$ cat src/rtl/spi_ctl_pkg.sv
package spi_ctl_pkg;
  // Largest half period of the serial clock, in system clocks (divide 32).
  localparam int HALF_MAX = 16;

  typedef struct packed {
    logic [1:0] div;   // 6:5
    logic       pha;   // 4
    logic       pol;   // 3
    logic       ie;    // 2
    logic       mst;   // 1
    logic       en;    // 0
  } ctrl_t;

  // Half period of the serial clock for a divide select: (4 << sel) / 2.
  function automatic int unsigned half_ticks(input logic [1:0] sel);
    return 32'd2 << sel;
  endfunction
endpackage

$ cat src/rtl/spi_sync.sv
module spi_sync #(
  parameter int W = 1,
  parameter int STAGES = 2,
  parameter logic [W-1:0] RST_VAL = '0
) (
  input  logic         clk,
  input  logic         rst_n,
  input  logic [W-1:0] d,
  output logic [W-1:0] q
);
  logic [W-1:0] st [STAGES];

  always_ff @(posedge clk or negedge rst_n) begin
    if (!rst_n) begin
      for (int i = 0; i < STAGES; i++) st[i] <= RST_VAL;
    end else begin
      st[0] <= d;
      for (int i = 1; i < STAGES; i++) st[i] <= st[i-1];
    end
  end

  assign q = st[STAGES-1];
endmodule

$ cat src/rtl/spi_sck_gen.sv
module spi_sck_gen #(
  parameter int DW = 8
) (
  input  logic       clk,
  input  logic       rst_n,
  input  logic       run,
  input  logic [1:0] div_sel,
  output logic       tick,
  output logic       lead,
  output logic       last
);
  import spi_ctl_pkg::*;
  localparam int CNT_W = $clog2(HALF_MAX);
  localparam int EW    = $clog2(2 * DW);

  logic [CNT_W-1:0] cnt;
  logic [EW-1:0]    ecnt;

  assign tick = run && (cnt == CNT_W'(half_ticks(div_sel) - 1));
  assign lead = ~ecnt[0];
  assign last = (ecnt == EW'(2 * DW - 1));

  always_ff @(posedge clk or negedge rst_n) begin
    if (!rst_n) begin
      cnt  <= '0;
      ecnt <= '0;
    end else if (!run) begin
      cnt  <= '0;
      ecnt <= '0;
    end else if (tick) begin
      cnt  <= '0;
      ecnt <= ecnt + 1'b1;
    end else begin
      cnt <= cnt + 1'b1;
    end
  end
endmodule

$ cat src/rtl/spi_shift.sv
module spi_shift #(
  parameter int DW = 8
) (
  input  logic          clk,
  input  logic          rst_n,
  input  logic          load,
  input  logic [DW-1:0] load_data,
  input  logic          pha,
  input  logic          edge_v,
  input  logic          lead,
  input  logic          din,
  output logic          dout,
  output logic          cap_evt,
  output logic          done_evt,
  output logic [DW-1:0] rx_word
);
  localparam int BW = $clog2(DW);

  logic [DW-1:0] sreg;
  logic [BW-1:0] bcnt;
  logic          out_q;
  logic          drv_evt;

  // Phase 0 captures on the leading edge, phase 1 on the trailing edge.
  assign cap_evt  = edge_v && (lead ^ pha);
  assign drv_evt  = edge_v && !(lead ^ pha);
  assign done_evt = cap_evt && (bcnt == BW'(DW - 1));
  assign rx_word  = {sreg[DW-2:0], din};
  assign dout     = out_q;

  always_ff @(posedge clk or negedge rst_n) begin
    if (!rst_n) begin
      sreg  <= '0;
      bcnt  <= '0;
      out_q <= 1'b0;
    end else if (load) begin
      sreg  <= load_data;
      bcnt  <= '0;
      out_q <= load_data[DW-1];
    end else begin
      if (cap_evt) begin
        sreg <= rx_word;
        bcnt <= bcnt + 1'b1;
      end
      if (drv_evt) out_q <= sreg[DW-1];
    end
  end
endmodule

$ cat src/rtl/spi_ctrl.sv
module spi_ctrl #(
  parameter int DW = 8,
  parameter int SYNC_STAGES = 2
) (
  input  logic          clk,
  input  logic          rst_n,
  input  logic          ctrl_wr,
  input  logic [6:0]    ctrl_wdata,
  output logic [6:0]    ctrl_rdata,
  input  logic          stat_rd,
  output logic          stat_done,
  output logic          stat_fault,
  input  logic          data_wr,
  input  logic [DW-1:0] data_wdata,
  input  logic          data_rd,
  output logic [DW-1:0] data_rdata,
  output logic          irq,
  output logic          sck_out,
  output logic          sck_oe,
  input  logic          sck_in,
  output logic          mosi_out,
  output logic          mosi_oe,
  input  logic          mosi_in,
  output logic          miso_out,
  output logic          miso_oe,
  input  logic          miso_in,
  input  logic          ss_n_in
);
  import spi_ctl_pkg::*;

  ctrl_t         ctrl_q, ctrl_nxt;
  logic          done_q, modf_q, armed_q;
  logic [DW-1:0] tx_buf, rx_buf;
  logic          m_busy, sck_q;
  logic          sck_s, mosi_s, ss_s, sck_s_d, ss_s_d;
  logic          m_tick, m_lead, m_last;
  logic          s_edge, s_lead, s_load, m_start;
  logic          fault_evt, cap_evt, done_evt, sh_dout;
  logic          sh_edge, sh_lead, sh_din, sh_load;
  logic [DW-1:0] sh_load_data, rx_word;
  logic          own_on, follow_on;

  spi_sync #(.W(3), .STAGES(SYNC_STAGES), .RST_VAL(3'b100)) u_sync (
    .clk(clk), .rst_n(rst_n),
    .d({ss_n_in, sck_in, mosi_in}),
    .q({ss_s, sck_s, mosi_s})
  );

  assign own_on    = ctrl_q.en && ctrl_q.mst;
  assign follow_on = ctrl_q.en && !ctrl_q.mst;
  assign fault_evt = own_on && !ss_s;
  assign m_start   = data_wr && own_on && !m_busy && !fault_evt;
  assign s_edge    = follow_on && !ss_s && (sck_s != sck_s_d);
  assign s_lead    = (sck_s != ctrl_q.pol);
  assign s_load    = follow_on && ss_s_d && !ss_s;

  spi_sck_gen #(.DW(DW)) u_gen (
    .clk(clk), .rst_n(rst_n), .run(m_busy), .div_sel(ctrl_q.div),
    .tick(m_tick), .lead(m_lead), .last(m_last)
  );

  assign sh_edge      = ctrl_q.mst ? m_tick  : s_edge;
  assign sh_lead      = ctrl_q.mst ? m_lead  : s_lead;
  assign sh_din       = ctrl_q.mst ? miso_in : mosi_s;
  assign sh_load      = m_start || s_load;
  assign sh_load_data = m_start ? data_wdata : tx_buf;

  spi_shift #(.DW(DW)) u_shift (
    .clk(clk), .rst_n(rst_n), .load(sh_load), .load_data(sh_load_data),
    .pha(ctrl_q.pha), .edge_v(sh_edge), .lead(sh_lead), .din(sh_din),
    .dout(sh_dout), .cap_evt(cap_evt), .done_evt(done_evt), .rx_word(rx_word)
  );

  // Control update: a fault demotes the block; idle level frozen while enabled.
  always_comb begin
    ctrl_nxt = ctrl_q;
    if (fault_evt) begin
      ctrl_nxt.en  = 1'b0;
      ctrl_nxt.mst = 1'b0;
    end else if (ctrl_wr) begin
      ctrl_nxt = ctrl_t'(ctrl_wdata);
      if (ctrl_q.en) ctrl_nxt.pol = ctrl_q.pol;
    end
  end

  always_ff @(posedge clk or negedge rst_n) begin
    if (!rst_n) begin
      ctrl_q  <= '0;
      done_q  <= 1'b0;
      modf_q  <= 1'b0;
      armed_q <= 1'b0;
      tx_buf  <= '0;
      rx_buf  <= '0;
      m_busy  <= 1'b0;
      sck_q   <= 1'b0;
      sck_s_d <= 1'b0;
      ss_s_d  <= 1'b1;
    end else begin
      ctrl_q  <= ctrl_nxt;
      sck_s_d <= sck_s;
      ss_s_d  <= ss_s;
      if (data_wr) tx_buf <= data_wdata;
      if (done_evt) rx_buf <= rx_word;

      if (fault_evt) modf_q <= 1'b1;
      else if (ctrl_wr && armed_q) modf_q <= 1'b0;

      if (done_evt) done_q <= 1'b1;
      else if (data_rd && armed_q) done_q <= 1'b0;

      if (stat_rd) armed_q <= 1'b1;
      else if (ctrl_wr || data_rd) armed_q <= 1'b0;

      if (m_start) m_busy <= 1'b1;
      else if (!own_on || fault_evt || (m_tick && m_last)) m_busy <= 1'b0;

      if (!m_busy) sck_q <= ctrl_q.pol;
      else if (m_tick) sck_q <= ~sck_q;
    end
  end

  assign ctrl_rdata = ctrl_q;
  assign stat_done  = done_q;
  assign stat_fault = modf_q;
  assign data_rdata = rx_buf;
  assign irq        = ctrl_q.ie && (done_q || modf_q);
  assign sck_out    = m_busy ? sck_q : ctrl_q.pol;
  assign sck_oe     = own_on;
  assign mosi_out   = sh_dout;
  assign mosi_oe    = own_on;
  assign miso_out   = sh_dout;
  assign miso_oe    = follow_on && !ss_s;
endmodule

$ cat config.mk
export PLATFORM = sky130hd
export DESIGN_NAME = spi_ctrl
export DESIGN_NICKNAME = d
export VERILOG_FILES = /design/src/rtl/spi_ctl_pkg.sv /design/src/rtl/spi_sync.sv /design/src/rtl/spi_sck_gen.sv /design/src/rtl/spi_shift.sv /design/src/rtl/spi_ctrl.sv
export SDC_FILE = /design/constraint.sdc
export NUM_CORES = 1
export LEC_CHECK = 0
export BUFFER_PORTS_ARGS = -buffer_cell sky130_fd_sc_hd__clkbuf_2
export CAP_MARGIN = 20
export CORE_AREA = 2 2 90 92
export CTS_CLUSTER_DIAMETER = 100
export DETAILED_ROUTE_END_ITERATION = 8
export DIE_AREA = 0 0 92 94
export PLACE_DENSITY = 0.56
export SLEW_MARGIN = 5
export SYNTH_ARGS = -nofsm -noshare
export SYNTH_HDL_FRONTEND = slang
export SYNTH_SLANG_ARGS = --single-unit
$ cat constraint.sdc
create_clock -name clk -period 2.9 [get_ports clk]
set_input_delay 0.145 -clock clk [delete_from_list [all_inputs] [get_ports clk]]
set_output_delay 0.145 -clock clk [all_outputs]
set_load 0.03 [all_outputs]
==> flow_summary_export.csv <==
group,metric,value,unit
timing,setup_viol,0,
synthesis,synth_top_family_by_area,"multiplexers",
layout,multi_input_area,0.001235,sq mm
synthesis,ys_ff_latch,56,
timing,rsz0062_at_grt,"false",
die,die_w,92,um
synthesis,synthTopCellsByArea,"dfrtp_1 48%, mux2_2 6.5%, mux2i_1 4.3%, mux2_4 4.3%, dfstp_2 2.9%",
grt,track_usage,0.1281,
layout,syn_to_final_growth,15.20,%
die,die_h,94,um
grt,first_global_vias,1711,
clocking,holdBufCountCts,4,
route,routed-wl-met3,242,um
synthesis,synthTopCellsByCount,"53 x dfrtp_1, 21 x nand2_1, 16 x mux2_2, 12 x mux2i_1, 11 x nor3_1",
die,coreArea,0.007607,sq mm
timing,timing.setup.tns,0,ns
die,ioPinCount,49,
timing,slew_headroom,0.5221,
grt,antenna_found_initial,0,
route,dr_wl_met2,2305,um
synthesis,yosysWarnings,0,
worst_setup_path,worstPathMaxFanout,11,
worst_setup_path,crit_path_start_kind,"register",
worst_setup_path,cp.arrival,2.39,ns
route,vias,1843,
synthesis,synthAdderAreaFrac,0.01810,
timing,finalCriticalPeriod,2.195,ns
die,die_area,0.008648,sq mm
clocking,cts_root_buf,"clkbuf_8",
run,maxCapViolCount,0,
synthesis,syn_nets,259,
place,dp_hpwl,3968,um
die,num_rows,32,
pwr,power_density,608.0,mW/mm^2
pwr,finalPower,0.001937,W
grt,grt_max_degree,57,
clocking,cts_setup_buffers,0,
route,drc,0,
grt,grt_overflow,0,
layout,ff_latch_area,0.001405,sq mm
grt,grt_pass1_wl,8700,um
clocking,cts_made_buffers,5,
route,drt-total-wl,5433,um
route,wl_per_cell,14.26,um
route,vias_per_cell,4.837,
route,drtAntennaViolNets,0,
status,status,"finished, final reports clean",
synthesis,syn_avg_cell_area,12.02,sq um
clocking,clk-insertion-delay-late,0.31,ns
synthesis,synthMuxAreaShare,0.1520,
pwr,irDropWorstVdd,0.0003416,V
pwr,power_frac_clock,0.263,
layout,drive_gt1_frac,0.3405,
die,initial_core_util,0.3635,
synthesis,yosys_most_used_dff,"dfrtp_1",
pwr,pwr-share-comb,0.243,
layout,insertedDiodeCount,0,
pwr,p_seq_frac,0.494,
worst_setup_path,crit_type,"reg -> reg",
pwr,cellInternalPower,0.001322,W
worst_setup_path,worstPathRequired,3.10,ns
synthesis,synthSimpleGateAreaFrac,0.1398,
synthesis,yosys.area.top_type_share,0.4796,
place,port_buffers,48,
timing,fmax,0.4557,GHz
layout,fin_util,0.4188,
route,top_layer,"met4",
timing,fin_skew,0.01023,ns
timing,slew_violations,0,
synthesis,synth_xor_area_frac,0.02534,
clocking,tritoncts,"yes",
timing,fin_crit_sh,0.7568,
pwr,switching_share,0.3176,
synthesis,synth_enable_flop_cells,0,
clocking,path_clk_slew,0.10,ns
pwr,p_leak,1.486,nW
pwr,switchingPower,0.0006152,W
timing,tightest_slew,0.7169,ns
hold_path,worstHoldPathType,"in -> reg",
synthesis,yosysMostFrequentCell,"dfrtp_1",
layout,nFillCells,778,
synthesis,syn_inst,230,
synthesis,synth_area_leader_cell,"dfrtp_1",
route,met1Wirelength,2819,um
clocking,htree_levels,2,
synthesis,ys_seq_area_frac,0.5081,
layout,finalNetCount,307,
worst_setup_path,crit_path_end_kind,"register",
synthesis,ys_types,50,
synthesis,ys_async_sr_fraction,1.000,
route,dr.pass1.iters,4,
place,place.gp.congestion,0.7600,
clocking,postCtsResizedCells,0,
route,drt_first_iter_violations,142,
clocking,ctsLongestPathBuffers,2,
clocking,cts_sinks,56,
synthesis,synthesis.area,0.002765,sq mm
timing,hold_viol_final,0,
synthesis,synth_compound_area_frac,0.1113,
placed cells by master (no fill, tap or decap), drive strengths merged:
master       netlist  routed
a2111oi            2       2
a211o              1       1
a211oi             7       7
a21boi             1       1
a21o               1       1
a21oi              2       2
a32oi              1       1
and2               4       4
and3               1       1
and4b              1       1
buf               11       2
bufinv             0       1
clkbuf             2      54
clkinv             0       1
dfrtp             53      53
dfstp              3       3
dlygate4sd3        0       4
ha                 4       4
inv                4       4
mux2              24      24
mux2i             12      12
nand2             22      22
nand2b             4       4
nand3              5       5
nor2               8       8
nor2b              3       3
nor3              12      12
nor3b              3       3
o2111a             1       1
o2111ai            2       2
o211ai             3       3
o21a               2       2
o21ai              5       5
o22ai              8       8
or2                2       2
or3                8       8
xnor2              4       4
xor2               4       4
flip-flops by register name (all words and copies together) (netlist names):
name	count
u_shift.dout	1
ctrl_rdata	7
sck_q	1
armed_q	1
u_shift.bcnt	3
m_busy	1
tx_buf	8
u_shift.sreg	8
u_gen.ecnt	4
u_sync.q	3
data_rdata	8
sck_s_d	1
stat_done	1
u_sync.st	3
stat_fault	1
u_gen.cnt	4
ss_s_d	1
cell type report:
cell class                      count  share of cell area
Multi-Input combinational cell    157              0.3877
Inverter                            4            0.004713
Clock inverter                      2             0.01100
Timing Repair Buffer               54             0.09269
Clock buffer                        6             0.02278
Tap cell                          102             0.04006
Sequential cell                    56              0.4411
final timing paths:
check                               from       endpoint  slack, ns  cells after the start
setup / recovery           ctrl_rdata[5]  data_rdata[1]       0.71                      5
hold / removal                   stat_rd        armed_q       0.03                      2
setup reg to reg           ctrl_rdata[5]  data_rdata[1]       0.71                      5
hold reg to reg             u_sync.st[4]    u_sync.q[1]       0.36                      0
max in group asynchronous          rst_n      tx_buf[4]       1.92                      3
min in group asynchronous          rst_n  u_gen.ecnt[1]       0.51                      3
worst max-delay path, stage by stage (launching register included):
cell and delay [ns]:
dfrtp_1 0.43, or2_1 0.27, a2111oi_4 0.42, o2111a_2 0.41, o211ai_4 0.20, mux2_4 0.34
logic make-up (layout without fill, tap and decap cells):
group / count (synthesis) / count (layout)
buffers and inverters: 17 / 66
DFF: 56 / 56
muxes: 36 / 36
and+or+nand+nor: 73 / 73
adders and majority gates: 4 / 4
AOI/OAI and AO/OA: 36 / 36
xor gates and xnor gates: 8 / 8
power by group through the flow:
stage / combinational, W / sequential [W] / clock, W
after floorplan: 0.000338 / 0.000985 / 0
after global placement: 0.000463 / 0.000967 / 0
after detailed placement: 0.000470 / 0.000972 / 0
after CTS: 0.000477 / 0.000956 / 0.000527
after global routing: 0.000522 / 0.000972 / 0.000556
final: 0.000471 / 0.000956 / 0.000509
per-layer routing:
metal | GRT usage | vias to the layer above
met1 | 0.1928 | 877
met3 | 0.02970 | 5
li1 | - | 916
met2 | 0.1850 | 45
met5 | 0 | -
met4 | 0.03358 | 0
through the flow:
stage,worst slack [ns],hold WS [ns],area [sq um],std cells
6_report,0.7054,0.02975,3186,381
5_1_grt,0.6089,0.02160,3186,381
4_1_cts,0.6926,0.02216,3186,381
3_5_place_dp,0.7043,0.2371,3038,369
3_3_place_gp,0.7390,0.2350,3038,369
2_1_floorplan,0.5801,-0.1506,2765,230
Note: power is estimated with default switching activity, not from simulation.
